File: src/rtl/ea_unit_pkg.sv
// Package: mode codes and sequencer states shared by the effective address unit.
package ea_unit_pkg;

    localparam logic [3:0] MD_IMPLIED  = 4'd0;
    localparam logic [3:0] MD_IMMED    = 4'd1;
    localparam logic [3:0] MD_DIRECT   = 4'd2;
    localparam logic [3:0] MD_INDIRECT = 4'd3;
    localparam logic [3:0] MD_PCREL    = 4'd4;
    localparam logic [3:0] MD_INDEXED  = 4'd5;
    localparam logic [3:0] MD_BASE     = 4'd6;
    localparam logic [3:0] MD_REG      = 4'd7;
    localparam logic [3:0] MD_REGIND   = 4'd8;
    localparam logic [3:0] MD_POSTINC  = 4'd9;
    localparam logic [3:0] MD_PREDEC   = 4'd10;

    typedef enum logic [1:0] {
        ST_IDLE    = 2'd0,
        ST_ISSUE   = 2'd1,
        ST_CAPTURE = 2'd2,
        ST_FINISH  = 2'd3
    } seq_state_t;

endpackage

File: src/rtl/ea_unit_decode.sv
// Module: ea_unit_decode
// Purely combinational mode decoder. It forms the first memory address
// (or the final effective address when no read is needed), the number of
// memory reads, the operand for read-free modes, and the register
// side-effect. Assumes all inputs are stable in the start cycle.
module ea_unit_decode
    import ea_unit_pkg::*;
#(
    parameter int W = 16
) (
    input  logic [3:0]   mode,
    input  logic [W-1:0] addr_field,
    input  logic [W-1:0] pc_i,
    input  logic [W-1:0] xr_i,
    input  logic [W-1:0] bar_i,
    input  logic [W-1:0] acc_i,
    input  logic [W-1:0] reg_i,
    output logic [W-1:0] first_addr,
    output logic [1:0]   n_reads,
    output logic [W-1:0] direct_val,
    output logic         wr_need,
    output logic [W-1:0] wr_val,
    output logic         bad_mode
);

    localparam logic [W-1:0] ONE = W'(1);

    // Per-mode address arithmetic and read count.
    always_comb begin
        first_addr = '0;
        n_reads    = 2'd0;
        direct_val = addr_field;
        wr_need    = 1'b0;
        wr_val     = reg_i;
        bad_mode   = 1'b0;
        case (mode)
            MD_IMPLIED: begin
                direct_val = acc_i;
            end
            MD_IMMED: begin
                first_addr = addr_field;
            end
            MD_DIRECT: begin
                first_addr = addr_field;
                n_reads    = 2'd1;
            end
            MD_INDIRECT: begin
                first_addr = addr_field;
                n_reads    = 2'd2;
            end
            MD_PCREL: begin
                first_addr = pc_i + addr_field;
                n_reads    = 2'd1;
            end
            MD_INDEXED: begin
                first_addr = xr_i + addr_field;
                n_reads    = 2'd1;
            end
            MD_BASE: begin
                first_addr = bar_i + addr_field;
                n_reads    = 2'd1;
            end
            MD_REG: begin
                direct_val = reg_i;
            end
            MD_REGIND: begin
                first_addr = reg_i;
                n_reads    = 2'd1;
            end
            MD_POSTINC: begin
                first_addr = reg_i;
                n_reads    = 2'd1;
                wr_need    = 1'b1;
                wr_val     = reg_i + ONE;
            end
            MD_PREDEC: begin
                first_addr = reg_i - ONE;
                n_reads    = 2'd1;
                wr_need    = 1'b1;
                wr_val     = reg_i - ONE;
            end
            default: begin
                first_addr = addr_field;
                bad_mode   = 1'b1;
            end
        endcase
    end

endmodule

File: src/rtl/ea_unit_fsm.sv
// Module: ea_unit_fsm
// Sequencer. It latches the decoded request on start (only when idle) and
// issues up to two memory reads, each with one cycle of read latency. For a
// double read the first returned word becomes the effective address. It
// then holds the result and strobes done for one cycle.
// Assumes: memory data is valid exactly one cycle after mem_rd_en.
module ea_unit_fsm
    import ea_unit_pkg::*;
#(
    parameter int W = 16
) (
    input  logic         clk,
    input  logic         rst_n,
    input  logic         start,
    input  logic [W-1:0] first_addr,
    input  logic [1:0]   n_reads,
    input  logic [W-1:0] direct_val,
    input  logic         wr_need,
    input  logic [W-1:0] wr_val,
    input  logic         bad_mode,
    input  logic [W-1:0] mem_rd_data,
    output logic         mem_rd_en,
    output logic [W-1:0] mem_addr,
    output logic         busy,
    output logic         done,
    output logic [W-1:0] ea,
    output logic [W-1:0] operand,
    output logic         mode_err,
    output logic         rf_wr_en,
    output logic [W-1:0] rf_wr_data
);

    seq_state_t   state_q;
    logic [W-1:0] addr_q;
    logic [W-1:0] oper_q;
    logic         two_q;
    logic         wr_q;
    logic [W-1:0] wrv_q;
    logic         err_q;

    // State and datapath registers.
    always_ff @(posedge clk) begin
        if (!rst_n) begin
            state_q <= ST_IDLE;
            addr_q  <= '0;
            oper_q  <= '0;
            two_q   <= 1'b0;
            wr_q    <= 1'b0;
            wrv_q   <= '0;
            err_q   <= 1'b0;
        end else begin
            case (state_q)
                ST_IDLE: begin
                    if (start) begin
                        addr_q <= first_addr;
                        oper_q <= direct_val;
                        two_q  <= (n_reads == 2'd2);
                        wr_q   <= wr_need;
                        wrv_q  <= wr_val;
                        err_q  <= bad_mode;
                        state_q <= (n_reads == 2'd0) ? ST_FINISH : ST_ISSUE;
                    end
                end
                ST_ISSUE: begin
                    state_q <= ST_CAPTURE;
                end
                ST_CAPTURE: begin
                    if (two_q) begin
                        addr_q  <= mem_rd_data;
                        two_q   <= 1'b0;
                        state_q <= ST_ISSUE;
                    end else begin
                        oper_q  <= mem_rd_data;
                        state_q <= ST_FINISH;
                    end
                end
                default: begin
                    state_q <= ST_IDLE;
                end
            endcase
        end
    end

    // Output decode from state and held registers.
    always_comb begin
        mem_rd_en  = (state_q == ST_ISSUE);
        mem_addr   = addr_q;
        busy       = (state_q != ST_IDLE);
        done       = (state_q == ST_FINISH);
        ea         = addr_q;
        operand    = oper_q;
        mode_err   = err_q;
        rf_wr_en   = (state_q == ST_FINISH) && wr_q;
        rf_wr_data = wrv_q;
    end

endmodule

File: src/rtl/ea_unit.sv
// Module: ea_unit (top)
// Effective address and operand fetch unit for a load-to-accumulator
// instruction. A decoder forms the addressing arithmetic; a sequencer runs
// the memory reads and the register write-back.
// Assumes: single-port memory, read data one cycle after request.
module ea_unit
    import ea_unit_pkg::*;
#(
    parameter int W = 16
) (
    input  logic         clk,
    input  logic         rst_n,
    input  logic         start,
    input  logic [3:0]   mode,
    input  logic [W-1:0] addr_field,
    input  logic [W-1:0] pc_i,
    input  logic [W-1:0] xr_i,
    input  logic [W-1:0] bar_i,
    input  logic [W-1:0] acc_i,
    input  logic [W-1:0] reg_i,
    output logic         mem_rd_en,
    output logic [W-1:0] mem_addr,
    input  logic [W-1:0] mem_rd_data,
    output logic         busy,
    output logic         done,
    output logic [W-1:0] ea,
    output logic [W-1:0] operand,
    output logic         mode_err,
    output logic         rf_wr_en,
    output logic [W-1:0] rf_wr_data
);

    logic [W-1:0] dec_addr;
    logic [1:0]   dec_reads;
    logic [W-1:0] dec_val;
    logic         dec_wr;
    logic [W-1:0] dec_wrv;
    logic         dec_bad;

    ea_unit_decode #(.W(W)) u_decode (
        .mode       (mode),
        .addr_field (addr_field),
        .pc_i       (pc_i),
        .xr_i       (xr_i),
        .bar_i      (bar_i),
        .acc_i      (acc_i),
        .reg_i      (reg_i),
        .first_addr (dec_addr),
        .n_reads    (dec_reads),
        .direct_val (dec_val),
        .wr_need    (dec_wr),
        .wr_val     (dec_wrv),
        .bad_mode   (dec_bad)
    );

    ea_unit_fsm #(.W(W)) u_fsm (
        .clk         (clk),
        .rst_n       (rst_n),
        .start       (start),
        .first_addr  (dec_addr),
        .n_reads     (dec_reads),
        .direct_val  (dec_val),
        .wr_need     (dec_wr),
        .wr_val      (dec_wrv),
        .bad_mode    (dec_bad),
        .mem_rd_data (mem_rd_data),
        .mem_rd_en   (mem_rd_en),
        .mem_addr    (mem_addr),
        .busy        (busy),
        .done        (done),
        .ea          (ea),
        .operand     (operand),
        .mode_err    (mode_err),
        .rf_wr_en    (rf_wr_en),
        .rf_wr_data  (rf_wr_data)
    );

endmodule

File: config.mk
export PLATFORM = sky130hd
export DESIGN_NAME = ea_unit
export DESIGN_NICKNAME = d
export VERILOG_FILES = /design/src/rtl/ea_unit_pkg.sv /design/src/rtl/ea_unit_decode.sv /design/src/rtl/ea_unit_fsm.sv /design/src/rtl/ea_unit.sv
export SDC_FILE = /design/constraint.sdc
export NUM_CORES = 1
export LEC_CHECK = 0
export CAP_MARGIN = 25
export CORE_UTILIZATION = 43
export CTS_CLUSTER_SIZE = 10
export DETAILED_ROUTE_END_ITERATION = 10
export PLACE_DENSITY = 0.86
export SKIP_LAST_GASP = 1
export SLEW_MARGIN = 20
export SYNTH_ARGS = -nofsm -noshare
export SYNTH_HDL_FRONTEND = slang
export SYNTH_SLANG_ARGS = --single-unit
File: constraint.sdc
create_clock -name clk -period 4.7 [get_ports clk]
set_input_delay 1.41 -clock clk [delete_from_list [all_inputs] [get_ports clk]]
set_output_delay 1.41 -clock clk [all_outputs]
set_load 0.005 [all_outputs]
* Word-level counts from Yosys, hierarchy flattened
Cells that the tools add are included.
** Word-level totals
- Bits in registers :: 53
- Input bits :: 119
- Memory bits (writable) :: 0
- Memory bits (read-only) :: 0
- Memories kept :: 0
- Output and inout port bits :: 69
- Word-level logic and storage cells :: 62
- Bits in latches :: 0
** Operators by class
- Multiply operators :: 0
- Equality and inequality tests :: 17
- Shifts and indexed selects :: 0
- Reduce and logical (&&, ||, !) cells :: 15
- Magnitude comparators :: 0
- Mux-type cells :: 18
- Add/sub/neg operators :: 5
- Bitwise operators :: 0
- Divide/modulo/power cells :: 0
** Operators by type and width (number)
- $pmux 16 s2 :: 4
- $pmux 16 s6 :: 1
- $mux 16 :: 4
- $add 16x16->16 :: 3
- $add 16x1->16 const B :: 1
- $eq 4x3->1 const B :: 4
- $sub 16x1->16 const B :: 1
- $eq 4x4->1 const B :: 3
- $reduce_or 11->1 :: 1
- $eq 4x2->1 const B :: 2
- $reduce_or 7->1 :: 1
- $eq 2x2->1 const B :: 3
- $mux 2 :: 3
- $pmux 2 s3 :: 1
- $reduce_and 3->1 :: 2
- $reduce_or 2->1 :: 3
- $eq 4x1->1 const B :: 1
- $logic_not 2->1 :: 2
- $logic_not 4->1 :: 1
- $ne 2x2->1 const B :: 2
- $pmux 2 s2 :: 1
- $reduce_and 2->1 :: 2
- $reduce_bool 2->1 :: 2
- $mux 1 :: 3
- 4 further kinds :: 4

* Logic depth before layout (Yosys ltp)
- Word-level depth :: 7
- Mapped depth :: 16
- Gate-level depth less buffers :: 13

* Hierarchy
From an unflattened synthesis, not the netlist that was laid out.
** Unflattened totals
- Cell total of the unflattened synthesis :: 731
- Area, all modules :: 5318.9 µm²
** By module, submodules not included
- ea_unit_decode :: times used 1, cells each 485, sequential area each 0.0 µm², area an instance 2974.1 µm²
- ea_unit_fsm :: times used 1, cells each 246, sequential area each 1061.0 µm², area an instance 2344.7 µm²

* Least setup slack after synthesis
No wires, ideal clock.
- Path kind :: input port to flip-flop
- Start :: input mode[1]
- End :: register u_fsm.addr_q[12], in the netlist u_fsm.ea[12]
- Setup time :: 0.074 ns
- Slack :: 0.102 ns
- Stages :: 15
- Arrival time :: 4.524 ns
- Path buffers :: 5
- Required time :: 4.626 ns
- Path through :: buf_2 buf_2 buf_1 clkbuf_1 buf_1 o31ai_1 a21oi_1 ha_1 inv_1 fa_1 o2111ai_1 nand3_1 a211o_1 a31o_2 a31oi_1
** On the way
- Word-level cells in the longest chain between the ends :: 5
- Elaborated cells between the ends (all ways) :: 13
- Those cells by class :: eq/ne (7); mux (3); reduce/logical (3)
** RTL lines
- start, declared :: RTL line ea_unit.sv:14 : input logic [3:0] mode,
- $eq 4x4->1 (tied with other cells) :: RTL line ea_unit_decode.sv:36 : case (mode)
- $reduce_or 2->1 (no line)
- $pmux 16 s6 (*) :: RTL line ea_unit_decode.sv:36
- $mux 16 (*) :: RTL line ea_unit_fsm.sv:54 : if (start) begin
- $pmux 16 s2 (*) :: RTL line ea_unit_fsm.sv:52 : case (state_q)
- end signal, assigned :: RTL line ea_unit_fsm.sv:55 : addr_q <= first_addr;
- end signal, assigned :: RTL line ea_unit_fsm.sv:69 : addr_q <= mem_rd_data;
- end, declared :: RTL line ea_unit_fsm.sv:34 : logic [W-1:0] addr_q;
Mark *: on every way between the ends. The rest lies on a longest branch, timed or not. The select of a mux whose other input is x is not followed.
A chain may end at the register's enable or synchronous reset.

* Final worst setup path
- Start :: input mode[3]
- End :: register u_fsm.addr_q[1], in the netlist u_fsm.ea[1]
The elaborated chain is that of the path after synthesis.

==> summary.md <==
| Metric | Value |
|---|---|
| Post-CTS Setup Bufs | 0 |
| Setup crit start kind | input port |
| IO Port Bufs | 187 |
| Final Util | 62.1% |
| Post-synth ARST share | 0% |
| Final clock skew | 0.00925 ns |
| Sequential element share of the synthesized area | 19.3% |
| Switching share of power | 36.0% |
| Minimum clock period | 4.38 ns |
| RSZ-0062 raised after global routing | no |
| Worst reg2reg setup slack | 2.30 ns |
| CP arrival | 4.59 ns |
| Worst R2R End | u_fsm.operand[14] |
| Largest net degree at the start of global routing | 34 |
| Fraction of layout cells with a size suffix above 1 | 7.76% |
| Net Switching | 0.641 mW |
| Via density | 6.06 |
| Hold Path Stages | 2 |
| Place WS | -0.0693 ns |
| Hold crit path type | flip-flop to flip-flop |
| WHS | 0.466 ns |
| CTS tree | done |
| Critical path class | input port to flip-flop |
| Initial antenna violation count | 0 |
| Slew Viols, Final | 0 |
| Number of synthesized flops with an enable pin | 0 |
| Clk buf depth | 2 |
| CP cell instances | clkdlybuf4s50_1 -> nand2b_1 -> nor2_1 -> a21oi_1 -> o22ai_1 -> a21oi_1 -> ha_1 -> inv_1 -> fa_1 -> nor2_1 -> a2111oi_1 -> buf_4 -> o31ai_1 -> and2_1 |
| First-pass GRT wire length | 31.2 mm |
| Yosys Warn Count | 0 |
| Via count of the routed design | 6563 |
| # rows | 40 |
| CTS HTree Levels | 2 |
| Post-Syn Nets | 912 |
| Die Y-Extent | 115 µm |
| Required @ worst endpoint | 4.90 ns |
| Hold_sp | u_fsm.operand[15] |
| Final nets | 1054 |
| WL final | 20.2 mm |
| Hold Violations, Final | 0 |
| Critical path endpoint category | flip-flop |
| Pwr dens | 235 nW/µm² |
| Syn_area_per_cell | 7.11 µm² |
| Grt total ovfl | 0 |
| Worst R2R Path Depth | 7 |
| Initial core utilization | 45.0% |
| CORE AREA | 12200 µm² |
| Buf/Inv on CP | 3 |
| DRT antenna net count | 0 |
| Worst path max stage delay | 0.65 ns |
| R2r startpoint | u_fsm.state_q[0] |
| Main synth FF type | dfxtp_1 |
| Maximum vdd ir drop | 0.189 mV |
| Relative slew slack | 40.5% |
| # diodes | 0 |
| DRC errors left | 0 |
| Setup violators final | 0 |
| Routed len/inst | 18.7 µm |
| Die footprint | 13200 µm² |
| Reg power frac | 30.7% |
| Max-Cap Viols | 0 |
| Internal | 1.14 mW |
| Clk Latency, worst-skew pair | 0.30 ns |
| Synth Instances | 772 |
| Crit Path Max Fanout | 7 |
| Root Buffer Master | clkbuf_16 |
| Fmax | 228 MHz |
| Die Wd | 115 µm |
| Vias in the first global route | 5911 |
| Status | finished clean |
| Area grow syn2layout | 38.0% |
| Initial DRC Count | 695 |
| Combinational share of power | 47.7% |
| Slowest CP cell | a2111oi_1 |
| Leak pwr | 2.94 nW |
| Synth Register Bits | 53 |
| Hold path endpoint | u_fsm.operand[15] |
| Clock network power share | 21.6% |
| Count of clock tree sinks | 53 |
| Setup ws final | 0.319 ns |
| CP delay by family, top | compound AO/OA/AOI/OAI gates |
| Dpl hpwl | 15.7 mm |
| Final period util | 93.2% |
| IO Pins | 188 |
| CTS Buf Count | 5 |
| Cell Area, Synth | 5490 µm² |
| Clock Pin Slew Worst Setup and Hold Paths | 0.08 ns |
| Tot Pwr | 1.78 mW |
| Synth cell types | 75 |
| Placed Area | 7420 µm² |
| GRT Overall Usage | 30.2% |
| Fin area | 7580 µm² |
| Placer Congestion | 1.01 |
| DRT Pass-1 Iters | 5 |
| Worst slew pin tran | 0.889 ns |
-- metal layers --
layer	GRT usage (%)	part of all wire, %	up-vias
li1	-	-	3151
met1	39.4	42	3010
met2	48.6	45	348
met3	6.01	9.1	54
met4	12.5	4.2	0
met5	0	0	-
-- synth_stat cells, drive strengths merged (10+ instances only) --
cell type | instances | area share [%]
nor3 | 15 | 1.4
nand3 | 16 | 1.5
o211a | 17 | 3.1
o211ai | 16 | 2.2
a221o | 12 | 2.2
and3 | 10 | 1.2
a31oi | 13 | 1.5
dfxtp | 53 | 19
a21boi | 10 | 1.4
o22ai | 18 | 2.1
buf | 41 | 4.5
ha | 20 | 4.6
nor2 | 85 | 5.9
xor2 | 10 | 1.6
xnor2 | 15 | 2.4
nand2b | 19 | 2.2
a21o | 10 | 1.4
inv | 12 | 0.82
clkbuf | 49 | 3.5
a21oi | 67 | 6.1
o31ai | 16 | 2.2
o21ai | 58 | 5.4
nand2 | 56 | 3.8
-- worst register-to-register path, delay by kind of cell (launching register included) --
kind / cells / cell delay (ns)
buffers and inverters: 2 / 0.49
AO/OA/AOI/OAI: 3 / 0.59
AND/OR/NAND/NOR: 2 / 0.73
flip-flops: 1 / 0.48
-- cell families (layout without fill, tap and decap cells) --
kind of cell    count (synthesis)  after routing  synth area share [%]
compound gates                302            302                  37.4
xor+xnor                       25             25                  3.99
fa+ha+maj                      21             21                  4.92
buf+inv                       102            245                  8.89
flops                          53             53                  19.3
mux                             7              7                  1.37
simple gates                  262            262                  24.1
-- sequential cells by signal, summed over array words and instances (netlist names) --
| signal | count |
|---|---|
| u_fsm.ea | 16 |
| u_fsm.operand | 16 |
| u_fsm.rf_wr_data | 16 |
| u_fsm.state_q | 2 |
| u_fsm.mode_err | 1 |
| u_fsm.two_q | 1 |
| u_fsm.wr_q | 1 |
-- timing repair --
item | CTS | global route
setup endpoints to repair | 0 | 1
endpoints found under the hold margin | 0 | 0
hold buffers | 0 | 0
gates resized for setup | 0 | 1
-- worst max path at each step --
stage                 start            to  slack, ns  cells after the start
global placement    mode[3]   u_fsm.ea[1]      -0.10                     13
global route        mode[3]   u_fsm.ea[1]       0.12                     14
floorplan           mode[1]  u_fsm.ea[12]       0.10                     15
finish              mode[3]   u_fsm.ea[1]       0.32                     14
CTS                 mode[3]   u_fsm.ea[1]       0.25                     13
detailed placement  mode[3]   u_fsm.ea[1]      -0.07                     13
-- cell type report --
class / instances / area [µm²]
Fill cell: 1159 / 4630
Multi-Input combinational cell: 617 / 3940
Timing Repair Buffer: 225 / 2170
Sequential cell: 53 / 1060
Tap cell: 168 / 210
Clock buffer: 5 / 125
Inverter: 12 / 45.0
Clock inverter: 3 / 26.3
-- through the flow --
step	setup TNS, ns	std cells
6_report	0	1083
5_1_grt	0	1083
3_3_place_gp	-0.102	1074
4_1_cts	0	1082
2_1_floorplan	0	772
3_5_place_dp	-0.0693	1074
-- power groups by stage --
stage | sequential, mW | clock, mW | combinational [mW]
2_1_floorplan | 0.551 | 0 | 0.454
3_3_place_gp | 0.556 | 0 | 0.820
3_5_place_dp | 0.557 | 0 | 0.827
4_1_cts | 0.547 | 0.386 | 0.832
5_1_grt | 0.553 | 0.408 | 0.915
6_report | 0.547 | 0.385 | 0.848
-- cells in the final DEF (no fill, tap or decap), types with 11 or more instances in the layout --
| cell | instances |
|---|---|
| a31oi_1 | 13 |
| ha_1 | 20 |
| nor2_1 | 84 |
| nand2_1 | 56 |
| dfxtp_1 | 53 |
| a221o_1 | 11 |
| nor3_1 | 15 |
| o22ai_1 | 18 |
| buf_4 | 36 |
| o31ai_1 | 16 |
| nand3_1 | 16 |
| inv_1 | 12 |
| nand2b_1 | 19 |
| o211ai_1 | 16 |
| o21ai_0 | 56 |
| a21oi_1 | 67 |
| clkdlybuf4s50_1 | 186 |
| o211a_1 | 17 |
| xnor2_1 | 15 |
Power figures use the tool's default switching activity.
